`src/rtl/ras_pkg.sv`:
```
package ras_pkg;

    typedef enum logic [1:0] {
        OP_HOLD = 2'd0,
        OP_PUSH = 2'd1,
        OP_POP  = 2'd2
    } ras_op_e;

    function automatic ras_op_e ras_decode(input logic push, input logic pop, input logic empty);
        if (push) begin
            return OP_PUSH;
        end else if (pop && !empty) begin
            return OP_POP;
        end
        return OP_HOLD;
    endfunction

endpackage

```
`src/rtl/ras_ctrl.sv`:
```
module ras_ctrl
    import ras_pkg::*;
#(
    parameter int DEPTH = 4,
    localparam int PTR_W = (DEPTH > 1) ? $clog2(DEPTH) : 1,
    localparam int CNT_W = $clog2(DEPTH + 1)
) (
    input  logic             clk,
    input  logic             rst_n,
    input  logic             push_i,
    input  logic             pop_i,
    output logic             wr_en_o,
    output logic [PTR_W-1:0] wr_idx_o,
    output logic [PTR_W-1:0] rd_idx_o,
    output logic             full_o,
    output logic             empty_o
);

    typedef struct packed {
        logic [PTR_W-1:0] ptr;
        logic [CNT_W-1:0] cnt;
    } ctrl_state_t;

    localparam logic [PTR_W-1:0] LAST_IDX = PTR_W'(DEPTH - 1);
    localparam logic [CNT_W-1:0] CNT_MAX  = CNT_W'(DEPTH);

    ctrl_state_t s_d, s_q;
    ras_op_e     op;

    function automatic logic [PTR_W-1:0] idx_inc(input logic [PTR_W-1:0] i);
        return (i == LAST_IDX) ? '0 : i + PTR_W'(1);
    endfunction

    function automatic logic [PTR_W-1:0] idx_dec(input logic [PTR_W-1:0] i);
        return (i == '0) ? LAST_IDX : i - PTR_W'(1);
    endfunction

    assign full_o   = (s_q.cnt == CNT_MAX);
    assign empty_o  = (s_q.cnt == '0);
    assign wr_idx_o = s_q.ptr;
    assign rd_idx_o = idx_dec(s_q.ptr);

    always_comb begin
        s_d     = s_q;
        wr_en_o = 1'b0;
        op      = ras_decode(push_i, pop_i, empty_o);
        case (op)
            OP_PUSH: begin
                wr_en_o = 1'b1;
                s_d.ptr = idx_inc(s_q.ptr);
                if (!full_o) begin
                    s_d.cnt = s_q.cnt + CNT_W'(1);
                end
            end
            OP_POP: begin
                s_d.ptr = idx_dec(s_q.ptr);
                s_d.cnt = s_q.cnt - CNT_W'(1);
            end
            default: ;
        endcase
    end

    always_ff @(posedge clk) begin
        if (!rst_n) begin
            s_q <= '0;
        end else begin
            s_q <= s_d;
        end
    end

    // the last free level taken makes the stack full
    a_r4_fill_to_full: assert property (@(posedge clk) disable iff (!rst_n)
        (push_i && s_q.cnt == CNT_W'(DEPTH - 1)) |=> full_o);

    // overflow keeps the stack full
    a_r6_overflow_stays_full: assert property (@(posedge clk) disable iff (!rst_n)
        (push_i && full_o) |=> full_o);

    // empty pop leaves pointer and count alone
    a_r7_empty_pop_no_change: assert property (@(posedge clk) disable iff (!rst_n)
        (pop_i && !push_i && empty_o) |=> ($stable(s_q.ptr) && empty_o));

    // a real pop frees exactly one level
    a_r3_pop_frees_level: assert property (@(posedge clk) disable iff (!rst_n)
        (pop_i && !push_i && !empty_o) |=> (!full_o && s_q.cnt == $past(s_q.cnt) - CNT_W'(1)));

    // push wins over a simultaneous pop
    a_r8_push_wins: assert property (@(posedge clk) disable iff (!rst_n)
        (push_i && pop_i && !full_o) |=> (s_q.cnt == $past(s_q.cnt) + CNT_W'(1)));

endmodule

```
`src/rtl/ras_store.sv`:
```
module ras_store #(
    parameter int DEPTH = 4,
    parameter int PC_W  = 11,
    localparam int PTR_W = (DEPTH > 1) ? $clog2(DEPTH) : 1
) (
    input  logic             clk,
    input  logic             rst_n,
    input  logic             wr_en_i,
    input  logic [PTR_W-1:0] wr_idx_i,
    input  logic [PC_W-1:0]  wr_data_i,
    input  logic [PTR_W-1:0] rd_idx_i,
    output logic [PC_W-1:0]  rd_data_o
);

    logic [PC_W-1:0] lvl_q [DEPTH];
    logic [PC_W-1:0] lvl_d [DEPTH];

    for (genvar g = 0; g < DEPTH; g++) begin : g_level
        always_comb begin
            lvl_d[g] = lvl_q[g];
            if (wr_en_i && wr_idx_i == PTR_W'(g)) begin
                lvl_d[g] = wr_data_i;
            end
        end

        always_ff @(posedge clk) begin
            if (!rst_n) begin
                lvl_q[g] <= '0;
            end else begin
                lvl_q[g] <= lvl_d[g];
            end
        end
    end

    always_comb begin
        rd_data_o = '0;
        for (int i = 0; i < DEPTH; i++) begin
            if (rd_idx_i == PTR_W'(i)) begin
                rd_data_o = lvl_q[i];
            end
        end
    end

endmodule

```
`src/rtl/ras_stack.sv`:
```
module ras_stack #(
    parameter int DEPTH = 4,
    parameter int PC_W  = 11
) (
    input  logic            clk,
    input  logic            rst_n,
    input  logic            call_push,
    input  logic            irq_req,
    input  logic            ret_pop,
    input  logic [PC_W-1:0] pc_in,
    output logic            irq_grant,
    output logic [PC_W-1:0] ret_addr,
    output logic            stack_full
);

    localparam int PTR_W = (DEPTH > 1) ? $clog2(DEPTH) : 1;

    logic             push;
    logic             wr_en;
    logic             empty;
    logic [PTR_W-1:0] wr_idx;
    logic [PTR_W-1:0] rd_idx;

    assign irq_grant = irq_req && !stack_full && !call_push;
    assign push      = call_push || irq_grant;

    ras_ctrl #(.DEPTH(DEPTH)) u_ctrl (
        .clk      (clk),
        .rst_n    (rst_n),
        .push_i   (push),
        .pop_i    (ret_pop),
        .wr_en_o  (wr_en),
        .wr_idx_o (wr_idx),
        .rd_idx_o (rd_idx),
        .full_o   (stack_full),
        .empty_o  (empty)
    );

    ras_store #(.DEPTH(DEPTH), .PC_W(PC_W)) u_store (
        .clk       (clk),
        .rst_n     (rst_n),
        .wr_en_i   (wr_en),
        .wr_idx_i  (wr_idx),
        .wr_data_i (pc_in),
        .rd_idx_i  (rd_idx),
        .rd_data_o (ret_addr)
    );

    // no acknowledgment while every level is occupied
    a_r5_no_grant_when_full: assert property (@(posedge clk) disable iff (!rst_n)
        stack_full |-> !irq_grant);

    // the pushed address is on top in the following cycle
    a_r2_top_is_last_push: assert property (@(posedge clk) disable iff (!rst_n)
        (call_push || irq_grant) |=> (ret_addr == $past(pc_in) && !empty));

endmodule

```
`config.mk`:
```
export PLATFORM = sky130hd
export DESIGN_NAME = ras_stack
export DESIGN_NICKNAME = d
export VERILOG_FILES = /design/src/rtl/ras_pkg.sv /design/src/rtl/ras_ctrl.sv /design/src/rtl/ras_store.sv /design/src/rtl/ras_stack.sv
export SDC_FILE = /design/constraint.sdc
export NUM_CORES = 1
export LEC_CHECK = 0
export ABC_AREA = 1
export BUFFER_PORTS_ARGS = -buffer_cell sky130_fd_sc_hd__buf_2
export CORE_MARGIN = 3
export CORE_UTILIZATION = 45
export CTS_CLUSTER_DIAMETER = 60
export CTS_CLUSTER_SIZE = 28
export DETAILED_ROUTE_END_ITERATION = 8
export GPL_ROUTABILITY_DRIVEN = 0
export PLACE_DENSITY = 0.75
export RECOVER_POWER = 50
export SLEW_MARGIN = 5
export SYNTH_ARGS = -nofsm -noshare
export SYNTH_HDL_FRONTEND = slang
export SYNTH_HIERARCHICAL = 1
export SYNTH_SLANG_ARGS = --single-unit
```
`constraint.sdc`:
```
create_clock -name clk -period 3.3 [get_ports clk]
set_input_delay 0.165 -clock clk [delete_from_list [all_inputs] [get_ports clk]]
set_output_delay 0.165 -clock clk [all_outputs]
set_load 0.005 [all_outputs]
```
# ---- After elaboration in Yosys (flattened, before gate mapping)
# Memory sizes are Yosys's and may differ from the RTL's.
# Cells that the tools add are included.
# Widths: inputs -> output; s select.
dict set report classes {
  n_addsub 4
  multipliers 0
  div 0
  magnitude_cmp 0
  eq_ne 10
  shift 0
  mux 24
  bitwise 4
  reduce_logical 16
}
# operator count
set op_table {}
lappend op_table {{$mux 11} 12}
lappend op_table {{$eq 2x2->1 const B} 5}
lappend op_table {{$mux 2} 5}
lappend op_table {{$pmux 5 s2} 1}
lappend op_table {{$logic_and 1x1->1} 7}
lappend op_table {{$eq 2x1->1 const B} 3}
lappend op_table {{$mux 1} 5}
lappend op_table {{$logic_not 2->1} 2}
lappend op_table {{$or 1x1->1} 4}
lappend op_table {{$add 3x1->3 const B} 1}
lappend op_table {{$eq 3x3->1 const B} 1}
lappend op_table {{$logic_not 1->1} 3}
lappend op_table {{$logic_not 3->1} 1}
lappend op_table {{$mux 3} 1}
lappend op_table {{$sub 3x1->3 const B} 1}
lappend op_table {{$add 2x1->2 const B} 1}
lappend op_table {{$ne 2x2->1 const B} 1}
lappend op_table {{$reduce_and 2->1} 1}
lappend op_table {{$reduce_bool 2->1} 1}
lappend op_table {{$sub 2x1->2 const B} 1}
lappend op_table {{$logic_or 1x1->1} 1}
dict set report word_totals {
  ff_bits 5
  latch_bits 0
  ramBits 44
  romBits 0
  input_bits 16
  out_inout_bits 13
  word_cells 61
  n_memories 1
}
# memory depth width rd rd_clocked_by_memory_dff wr line
set mem_list {}
lappend mem_list {u_store.lvl_q 4 11 4 0 4 ras_store.sv:15} ;# logic [PC_W-1:0] lvl_q [DEPTH];

# ---- Depth between registers and ports, before layout
dict set report logic_depth {
  ltp_word 12
  mapped_depth 14
  depth_no_buf 14
}

# ---- Hierarchy
# The synthesis kept the hierarchy.
# mod instances cells_per_inst area_each_um2 seq_area_each_um2
set modules_own_cells {}
lappend modules_own_cells {ras_store 1 351 2164.6 880.8}
lappend modules_own_cells {ras_ctrl 1 53 366.6 100.1}
lappend modules_own_cells {ras_stack 1 5 23.8 0.0}

# ---- Worst setup path before layout
# OpenSTA, ideal clock, no wires.
dict set report synth_path {
  path_kind {reg2reg}
  start {reg u_ctrl/s_q[0] in the netlist's numbering}
  end {reg u_ctrl/s_q[2] in the netlist's numbering}
  setup_time_ns 0.115
  arrival_time_ns 1.751
  t_required_ns 3.185
  setup_slack_ns 1.434
  path_stages_with_launch 14
  path_buffers 0
  period_less_slack_ns 1.866
  path_cell_list {dfxtp_1 nor2_2 nand2_1 inv_1 inv_1 nand2_2 nand2_1 inv_1 nand3_4 fa_1 inv_1 nand2_2 a21oi_1 nor2_1}
}
dict set report synth_between {
  elab_chain_cells 10
  elab_cells_between_ends 21
  classes_between {add/sub (2); eq/ne (4); mux (6); reduce/logical (9)}
}
# element line
set synth_lines {}
lappend synth_lines {{from (decl)} ras_ctrl.sv:27} ;# ctrl_state_t s_d, s_q;
lappend synth_lines {{from (signal assigned)} ras_ctrl.sv:65} ;# s_q <= '0;
lappend synth_lines {{from (signal assigned)} ras_ctrl.sv:67} ;# s_q <= s_d;
lappend synth_lines {{$eq 3x3->1 (*)} ras_ctrl.sv:38} ;# assign full_o = (s_q.cnt == CNT_MAX);
lappend synth_lines {{named net stack_full} ras_stack.sv:13} ;# output logic stack_full
lappend synth_lines {{$logic_not 1->1 (*)} -}
lappend synth_lines {{$logic_and 1x1->1 (*) (2 in series)} ras_stack.sv:24} ;# assign irq_grant = irq_req && !stack_full && !call_push;
lappend synth_lines {{$logic_or 1x1->1 (*)} ras_stack.sv:25} ;# assign push = call_push || irq_grant;
lappend synth_lines {{named net push} ras_stack.sv:18} ;# logic push;
lappend synth_lines {{$mux 2 or $mux 1 (tied branches)} ras_pkg.sv:10} ;# if (push) begin
lappend synth_lines {{$mux 2 (*)} ras_pkg.sv:15} ;# return OP_HOLD;
lappend synth_lines {{$eq 2x1->1 or $eq 2x2->1 (tied branches)} ras_ctrl.sv:47} ;# case (op)
lappend synth_lines {{$ne 2x2->1 (no source line) or $reduce_bool 2->1 (tied branches)} -}
lappend synth_lines {{$reduce_and 2->1 (no source line)} -}
# Mark *: on every way through the listed nets, which the timed path passes. The rest lies on a longest branch. The select of a mux whose other input is x is not followed.
# A chain may end at the register's enable or synchronous reset.

# ---- Final worst setup path
dict set report layout_path {
  start {reg u_ctrl.s_q, in the netlist u_ctrl/wr_idx_o[0]}
  end {out ret_addr[4]}
}
dict set report layout_between {
  elab_chain_cells 7
  elab_cells_between_ends 11
  classes_between {add/sub (1); eq/ne (3); mux (5); reduce/logical (2)}
}
# element line
set layout_lines {}
lappend layout_lines {{$sub 2x1->2 or $logic_not 2->1 (tied branches)} ras_ctrl.sv:35} ;# return (i == '0) ? LAST_IDX : i - PTR_W'(1);
lappend layout_lines {{$mux 2 (*)} ras_ctrl.sv:35}
lappend layout_lines {{named net rd_idx[0]} ras_stack.sv:22} ;# logic [PTR_W-1:0] rd_idx;
lappend layout_lines {{$logic_not 2->1} ras_store.sv:38} ;# if (rd_idx_i == PTR_W'(i)) begin
lappend layout_lines {{$mux 11 (3 in series)} ras_store.sv:38}
lappend layout_lines {{$mux 11 (*)} ras_store.sv:38}
lappend layout_lines {{to (decl)} ras_stack.sv:12} ;# output logic [PC_W-1:0] ret_addr,
# Mark *: on every way through the listed nets, which the timed path passes. The rest lies on a longest branch.

==> qor.yml <==
outcome: "finished clean"
slew_headroom_pct: 40.0
fp.dieH_um: 81.3
avgSynthCellArea_um2: 6.25
holdPathStages: 3
min_period_over_period_pct: 80.9
r2r_slack_ns: 0.83
wl_per_cell_um: 11.3
grt_antenna_before_repair: 0
hp-class: "in2reg"
path_cells: "inv_1, ha_1, or2_2, nor2_1, buf_4, nand2_1, nand4_1, buf_2"
insertedDiodeCount: 0
clock-sinks: 49
reg2reg_from: "u_ctrl/s_q[0]"
area_growth_pct: 8.68
cp_top_family: "simple AND/OR/NAND/NOR gates"
final_core_util_pct: 52.3
regToRegEndpoint: "u_ctrl/s_q[2]"
endpoint_kind: "output port"
grt_max_degree: 50
cts_tree: "built"
drtPass1Iterations: 5
initial_core_util_pct: 48.1
dieArea_mm2: 0.00661
clock_skew_ns: 0.00748
required_ns: 3.13
setup_viol: 0
grt-ovfl-total: 0
grt_pass1_vias: 2166
setup_tns_ns: 0
worst_setup_path_start_kind: "register"
crit_fanout: 25
drt_iter0_drc: 181
grt.total_usage_pct: 19.0
die_w_um: 81.3
post_cts.repair.setup_buffers: 0
critPathLaunch: "u_ctrl/wr_idx_o[0]"
htree_levels: 2
cp_num_cells: 8
syn_inst: 408
nFillCells: 534
cp-endpoint: "ret_addr[4]"
powerDensity_mw_per_mm2: 645
cp_slowest_stage_delay_ns: 0.50
tightest_slew_ns: 0.898
antenna_left: 0
cts.hold.buffers_added: 0
p_leak_nw: 1.50
io_buffer_count: 28
place_hpwl_um: 3600
clk_latency_ns: 0.31
core_mm2: 0.00530
cts_root_buf: "clkbuf_8"
rsz0062_at_grt: "no"
hold_viol_final: 0
critical_path.slowest_cell: "or2_2"
cts_buffer_depth: 2
synth_warnings: 6
drt-total-wl_um: 5570
drive_above_1_share_pct: 10.9
drc: 0
synthesis.area_mm2: 0.00255
finalMaxSlewViolations: 0
r2r_cells: 13
path_clk_slew_ns: 0.09
max-cap-violations: 0
ir_drop_mv: 0.359
fin_nets: 440
timing.fmax_mhz: 374
ioPinCount: 29
grt_pass1_wl_um: 9790
vias: 2380
cts_resized: 0
synth_nets: 427
min_period_ns: 2.67
cts_buffers: 5
critical_path_class: "reg2out"
num_rows: 26
arrival_ns: 2.51
cp_num_buf_inv: 3
viasPerCell: 4.84
==> metrics by stage <==
stage	total power [W]	setup slack (ns)	cells	cell area, µm²	hold slack (ns)
floorplan	0.00122	1.43	408	2550	0.263
global placement	0.00134	0.992	484	2670	0.439
detailed placement	0.00136	0.880	484	2670	0.452
CTS	0.00181	0.629	492	2790	0.127
global route	0.00194	0.465	492	2770	0.127
finish	0.00179	0.630	492	2770	0.129
==> routing by layer <==
metal	wire length [µm]	vias up	track usage, %	share of wire [%]
li1	-	1264	-	-
met1	2550	1056	24.2	46
met2	2590	52	31.1	47
met3	347	8	4.32	6.2
met4	78	0	6.93	1.4
met5	0	-	0	0
==> cell usage in the layout (no fill, tap or decap), types with 4 or more instances in the layout <==
| cell type | count |
|---|---|
| a21oi_1 | 14 |
| dfxtp_1 | 49 |
| nand3_1 | 51 |
| inv_1 | 60 |
| nor2_1 | 84 |
| clkbuf_8 | 6 |
| nand4_1 | 12 |
| buf_2 | 28 |
| nand2_1 | 100 |
| buf_4 | 4 |
| nand2_2 | 4 |
==> worst min-delay path, delay by kind of cell <==
family | cells | cell delay, ns
AND/OR/NAND/NOR | 2 | 0.13
buffers and inverters | 1 | 0.11
==> flip-flops by register name (all words and copies together) (netlist names) <==
name	flops
u_store/lvl_q	44
u_ctrl/s_q	3
u_ctrl/wr_idx_o	2
==> power by group <==
part	total, W	internal, W	leakage, nW	switching (W)
sequential	0.000759	0.000697	0.402	0.0000621
clock	0.000451	0.000246	0.0574	0.000204
combinational	0.000579	0.000198	1.04	0.000381
==> how the worst min path moves through the flow <==
stage | from | slack [ns] | endpoint
2_1_floorplan | rst_n | 0.26 | u_ctrl/wr_idx_o[1]
3_3_place_gp | pc_in[10] | 0.44 | u_store/lvl_q[0][21]
3_5_place_dp | pc_in[10] | 0.45 | u_store/lvl_q[1][10]
4_1_cts | pc_in[4] | 0.13 | u_store/lvl_q[1][15]
5_1_grt | pc_in[9] | 0.13 | u_store/lvl_q[1][20]
6_report | pc_in[3] | 0.13 | u_store/lvl_q[0][14]
==> area by class of cell <==
type | count | area, µm² | share of cell area (%)
sequential | 49 | 981 | 35.4
inverter | 60 | 225 | 8.12
clock inverter | 2 | 37.5 | 1.35
tap | 70 | 87.6 | 3.16
clock buffer | 6 | 82.6 | 2.98
timing repair buffer | 32 | 170 | 6.14
multi-input combinational | 273 | 1190 | 42.9
(Power assumes the default switching activity.)
